--- config.mk ---
export PLATFORM = sky130hd
export DESIGN_NAME = subswap_exu
export DESIGN_NICKNAME = d
export VERILOG_FILES = /design/src/rtl/exu_pkg.sv /design/src/rtl/exu_phase_seq.sv /design/src/rtl/exu_addr_gen.sv /design/src/rtl/exu_alu.sv /design/src/rtl/subswap_exu.sv
export SDC_FILE = /design/constraint.sdc
export NUM_CORES = 1
export LEC_CHECK = 0
export ABC_AREA = 1
export BUFFER_PORTS_ARGS = -buffer_cell sky130_fd_sc_hd__buf_2
export CAP_MARGIN = 25
export CORE_ASPECT_RATIO = 0.7
export CORE_MARGIN = 5
export CORE_UTILIZATION = 55
export CTS_CLUSTER_SIZE = 20
export DETAILED_ROUTE_END_ITERATION = 10
export GPL_TIMING_DRIVEN = 0
export PLACE_DENSITY = 0.87
export REMOVE_ABC_BUFFERS = 1
export SYNTH_ARGS = -nofsm -noshare
export SYNTH_HDL_FRONTEND = slang
export SYNTH_SLANG_ARGS = --single-unit
--- constraint.sdc ---
create_clock -name clk -period 5.3 [get_ports clk]
set_clock_uncertainty 0.15 [all_clocks]
set_input_delay 0.795 -clock clk [delete_from_list [all_inputs] [get_ports clk]]
set_output_delay 0.795 -clock clk [all_outputs]
set_load 0.02 [all_outputs]
--- src/rtl/exu_pkg.sv ---
package exu_pkg;

    typedef enum logic [1:0] {
        PH_DECODE = 2'd0,
        PH_READ   = 2'd1,
        PH_PROC   = 2'd2,
        PH_WRITE  = 2'd3
    } phase_e;

    typedef enum logic [1:0] {
        OP_NONE = 2'd0,
        OP_SUBB = 2'd1,
        OP_SWAP = 2'd2
    } op_e;

    typedef struct packed {
        logic n;
        logic ov;
        logic z;
        logic dc;
        logic c;
    } flags_t;

    typedef struct packed {
        op_e        op;
        logic       to_mem;
        logic       banked;
        logic [7:0] faddr;
    } dec_t;

    localparam logic [5:0] SUBB_PATTERN = 6'b010110;
    localparam logic [5:0] SWAP_PATTERN = 6'b001110;

    function automatic dec_t decode_word(input logic [15:0] iw);
        dec_t d;
        d.to_mem = iw[9];
        d.banked = iw[8];
        d.faddr  = iw[7:0];
        if (iw[15:10] == SUBB_PATTERN)      d.op = OP_SUBB;
        else if (iw[15:10] == SWAP_PATTERN) d.op = OP_SWAP;
        else                                d.op = OP_NONE;
        return d;
    endfunction

    function automatic logic [7:0] nib_swap(input logic [7:0] v);
        return {v[3:0], v[7:4]};
    endfunction

endpackage

--- src/rtl/exu_phase_seq.sv ---
module exu_phase_seq
    import exu_pkg::*;
(
    input  logic   clk,
    input  logic   rst,
    output phase_e phase_o
);
    phase_e phase_q;

    always_ff @(posedge clk) begin
        if (rst) phase_q <= PH_DECODE;
        else     phase_q <= phase_e'(phase_q + 2'd1);
    end

    assign phase_o = phase_q;

    assert_wrap_R2: assert property (@(posedge clk) disable iff (rst)
        (phase_q == PH_WRITE) |=> (phase_q == PH_DECODE));

    assert_step_R2: assert property (@(posedge clk) disable iff (rst)
        (phase_q == PH_READ) |=> (phase_q == PH_PROC));

endmodule

--- src/rtl/exu_addr_gen.sv ---
module exu_addr_gen
    import exu_pkg::*;
#(
    parameter int         BANK_W    = 4,
    parameter logic [7:0] ACC_SPLIT = 8'h60,
    localparam int        ADDR_W    = BANK_W + 8,
    localparam logic [BANK_W-1:0] SFR_BANK = {BANK_W{1'b1}}
) (
    input  dec_t              dec_i,
    input  logic [7:0]        bsr_i,
    output logic [ADDR_W-1:0] addr_o
);
    logic [BANK_W-1:0] bank;

    always_comb begin
        if (dec_i.banked)                 bank = bsr_i[BANK_W-1:0];
        else if (dec_i.faddr < ACC_SPLIT) bank = '0;
        else                              bank = SFR_BANK;
        addr_o = {bank, dec_i.faddr};
    end

    always_comb begin
        if (!dec_i.banked)
            assert_access_bank_R8: assert (addr_o[ADDR_W-1:8] == '0 ||
                                           addr_o[ADDR_W-1:8] == SFR_BANK);
    end

endmodule

--- src/rtl/exu_alu.sv ---
module exu_alu
    import exu_pkg::*;
(
    input  op_e        op_i,
    input  logic [7:0] opnd_i,
    input  logic [7:0] w_i,
    input  flags_t     flags_i,
    output logic [7:0] result_o,
    output flags_t     flags_o
);
    logic [8:0] full_sum;
    logic [4:0] low_sum;

    always_comb begin
        full_sum = {1'b0, opnd_i} + {1'b0, ~w_i} + {8'd0, flags_i.c};
        low_sum  = {1'b0, opnd_i[3:0]} + {1'b0, ~w_i[3:0]} + {4'd0, flags_i.c};
        flags_o  = flags_i;
        result_o = 8'h00;
        case (op_i)
            OP_SUBB: begin
                result_o   = full_sum[7:0];
                flags_o.c  = full_sum[8];
                flags_o.dc = low_sum[4];
                flags_o.n  = full_sum[7];
                flags_o.z  = (full_sum[7:0] == 8'h00);
                flags_o.ov = (opnd_i[7] ^ w_i[7]) & (full_sum[7] ^ opnd_i[7]);
            end
            OP_SWAP: result_o = nib_swap(opnd_i);
            default: result_o = 8'h00;
        endcase
    end

    always_comb begin
        if (op_i == OP_SUBB)
            assert_carry_borrow_R4: assert (flags_o.c ==
                ({1'b0, opnd_i} >= ({1'b0, w_i} + {8'd0, ~flags_i.c})));
    end

endmodule

--- src/rtl/subswap_exu.sv ---
module subswap_exu
    import exu_pkg::*;
#(
    parameter int         BANK_W    = 4,
    parameter logic [7:0] ACC_SPLIT = 8'h60,
    localparam int        ADDR_W    = BANK_W + 8
) (
    input  logic              clk,
    input  logic              rst,
    input  logic [15:0]       instr_i,
    input  logic [7:0]        bsr_i,
    output logic [ADDR_W-1:0] mem_addr_o,
    input  logic [7:0]        mem_rdata_i,
    output logic [7:0]        mem_wdata_o,
    output logic              mem_we_o,
    output logic [1:0]        phase_o,
    output logic [7:0]        w_o,
    output logic [4:0]        status_o
);
    phase_e     phase;
    dec_t       ir_q;
    logic [7:0] w_q;
    flags_t     st_q;
    logic [7:0] res_q;
    flags_t     nflags_q;
    logic [7:0] alu_res;
    flags_t     alu_flags;

    exu_phase_seq u_seq (
        .clk     (clk),
        .rst     (rst),
        .phase_o (phase)
    );

    exu_addr_gen #(
        .BANK_W    (BANK_W),
        .ACC_SPLIT (ACC_SPLIT)
    ) u_addr (
        .dec_i  (ir_q),
        .bsr_i  (bsr_i),
        .addr_o (mem_addr_o)
    );

    exu_alu u_alu (
        .op_i     (ir_q.op),
        .opnd_i   (mem_rdata_i),
        .w_i      (w_q),
        .flags_i  (st_q),
        .result_o (alu_res),
        .flags_o  (alu_flags)
    );

    always_ff @(posedge clk) begin
        if (rst) begin
            ir_q     <= '0;
            w_q      <= 8'h00;
            st_q     <= '0;
            res_q    <= 8'h00;
            nflags_q <= '0;
        end else begin
            case (phase)
                PH_DECODE: ir_q <= decode_word(instr_i);
                PH_PROC: begin
                    res_q    <= alu_res;
                    nflags_q <= alu_flags;
                end
                PH_WRITE: begin
                    if (ir_q.op != OP_NONE && !ir_q.to_mem) w_q <= res_q;
                    if (ir_q.op == OP_SUBB) st_q <= nflags_q;
                end
                default: ;
            endcase
        end
    end

    assign mem_we_o    = (phase == PH_WRITE) && (ir_q.op != OP_NONE) && ir_q.to_mem;
    assign mem_wdata_o = res_q;
    assign phase_o     = phase;
    assign w_o         = w_q;
    assign status_o    = st_q;

    assert_w_only_q4_R7: assert property (@(posedge clk) disable iff (rst)
        (phase != PH_WRITE) |=> $stable(w_q));

    assert_swap_keeps_flags_R6: assert property (@(posedge clk) disable iff (rst)
        (phase == PH_WRITE && ir_q.op == OP_SWAP) |=> $stable(st_q));

    assert_nop_inert_R9: assert property (@(posedge clk) disable iff (rst)
        (phase == PH_WRITE && ir_q.op == OP_NONE) |=> ($stable(w_q) && $stable(st_q)));

    assert_mem_dest_keeps_w_R7: assert property (@(posedge clk) disable iff (rst)
        mem_we_o |=> $stable(w_q));

endmodule

==> results.yml <==
pwr:
  leakagePower_nw: 1.31
  power.density_nw_per_um2: 252
  vdd_drop_max_mv: 0.176
finish:
  design_area_um2: 2610
  diodes: 0
  nFillCells: 370
  layout.nets: 422
  layout-drive-gt1-share_pct: 24.1
  syn2layout_area_growth_pct: 17.7
  instances_no_fill: 425
place:
  dp_cells: 418
  gp_congestion: 0.904
  post_dp_cell_area_um2: 2520
  numPortBuffers: 65
  post-dp-hpwl_um: 4280
synthesis:
  ys_types: 27
  synth_area_leaders: "dfxtp_1 (36%), nand2_1 (12%), ha_1 (7.3%)"
  ys_seq_area_share_pct: 36.1
  synthTopCellsByCount: "nand2_1 (71), inv_1 (41), dfxtp_1 (40)"
  ys_ff_latch: 40
  netlist_instances: 317
  synth.cell_area_um2: 2220
  syn_area_per_cell_um2: 7.00
  synthMostInstantiatedCell: "nand2_1"
  synth_flop_cell: "dfxtp_1"
  yosys.area.top_type: "dfxtp_1"
  async_flop_share_pct: 0
  yosys_warnings: 0
  synth_top_area_share_pct: 36.1
  synth_edf_count: 0
routing:
  wire_per_inst_um: 13.1
  drt-vias-per-instance: 5.15
  drt_iter0_markers: 142
  first_pass_iters: 4
  vias: 2187
  drtAntennaViolNets: 0
  drc: 0
  drt_wl_total_um: 5550
floorplan:
  initial_utilization_pct: 56.9
  die-area_um2: 5430
  die_y_um: 63.2
  io_pins: 70
  rows: 19
  dieWidth_um: 85.9
  core_um2: 3900
worst_setup_path:
  cp.required_ps: 5370
  crit_type: "input pin to register"
  startpoint_type: "input pin"
  crit_arrival_ps: 2600
  cp_max_fo: 3
  cp-end-kind: "register"
  worst_r2r_path_depth: 11
hold_path:
  min_delay_path_depth: 2
  hold_path_class: "register to register"
timing:
  finalCritPeriodShare_pct: 47.6
  relSlewSlack_pct: 56.2
  finalHoldViolations: 0
  rsz0062_at_grt: "no"
  period_minus_slack_ps: 2530
  worst_slew_pin_slew_ps: 656
  setup_violations: 0
  final.setup.tns_ps: 0
  final-max-slew-violation-count: 0
  whs_ps: 314
  clock.fmax_ghz: 0.396
clock_tree:
  cts_resized: 0
  cts.sinks: 40
  htreeDepth: 2
  cts_buffers: 5
  clk_pin_slew_ps: 70
  cts_max_path_buffers: 2
  cts_setup_buffers: 0
  root_buffer: "clkbuf_8"
  cts_tree: "yes"
  clk_latency_ps: 290
  cts-hold-fix-buffers: 0
status:
  status: "finished, final reports clean"
grt:
  grt_usage_pct: 21.2
  overflow: 0
  antenna_found_initial: 0
  grt_pass1_vias: 2038
  grt_max_degree: 28
  grt_pass1_wl_um: 9310
flow_run:
  drv_cap: 0
==> cells in the final DEF (no fill, tap or decap), types with 4 or more instances in the layout <==
master / Yosys / routed
dfxtp_1: 40 / 40
nand2_1: 71 / 71
buf_2: 3 / 65
a21oi_1: 27 / 27
ha_1: 13 / 13
nand3_2: 4 / 4
inv_1: 41 / 41
nor2_1: 35 / 35
clkbuf_8: 0 / 7
nand3_1: 12 / 12
nand2_2: 6 / 6
o21ai_0: 31 / 31
==> logic make-up (layout without fill, tap and decap cells) <==
group / count (synthesis) / count (layout) / synth area share (%)
AO/OA/AOI/OAI: 66 / 66 / 16.3
XOR/XNOR: 1 / 1 / 0.395
adder cells (fa/ha/maj): 15 / 15 / 9.13
buffers and inverters: 60 / 116 / 11.7
flip-flops: 40 / 40 / 36.1
AND/OR/NAND/NOR: 135 / 135 / 26.4
==> path summary, 6_finish.rpt <==
check,from,endpoint,slack [ps]
max,mem_rdata_i[0],nflags_q[2]$_SDFFE_PP0N_,2770
min,nflags_q[0]$_SDFFE_PP0N_,nflags_q[0]$_SDFFE_PP0N_,310
max reg2reg,status_o[0]$_SDFFE_PP0P_,nflags_q[2]$_SDFFE_PP0N_,3030
min reg2reg,nflags_q[0]$_SDFFE_PP0N_,nflags_q[0]$_SDFFE_PP0N_,310
==> cell type report <==
cell class	instances	area, um^2	share of cell area (%)
multi-input combinational	217	1160	44.4
sequential	40	801	30.7
timing repair buffer	65	325	12.5
inverter	44	165	6.32
clock buffer	7	96.3	3.69
tap	52	65.1	2.49
==> metrics by stage <==
step	total power [W]	util, %	setup slack [ps]
finish	0.000659	67.0	2770
global route	0.000694	67.0	2620
CTS	0.000662	67.0	2800
detailed placement	0.000449	64.5	2520
global placement	0.000444	64.5	2550
floorplan	0.000405	-	2800
==> sequential cells by signal (all words and copies together), names as in the netlist <==
name,count
u_seq.phase_o,2
ir_q,12
status_o,5
w_o,8
mem_wdata_o,8
nflags_q,5
==> power breakdown <==
group	total (W)	switching [W]	internal, W
Sequential	0.000321	0.00000791	0.000313
Combinational	0.000122	0.0000796	0.0000423
Clock	0.000216	0.000100	0.000116
==> critical path, cell delays in order <==
cell and delay (ps):
buf_2 80, inv_1 60, fa_1 410, inv_1 130, fa_1 420, inv_1 80, nand3_1 60, nor2_1 140
nand3_1 120, nor2_1 110, nand2_1 70, a21oi_2 110
==> metal layers <==
layer | wire (um) | vias up | part of all wire (%) | GRT usage (%)
li1 | - | 1118 | - | -
met1 | 2560 | 994 | 46 | 28.2
met2 | 2530 | 67 | 46 | 34.2
met3 | 388 | 8 | 7.0 | 5.21
met4 | 63 | 0 | 1.1 | 5.53
met5 | 0 | - | 0 | 0
Note: power is estimated with default switching activity, not from simulation.
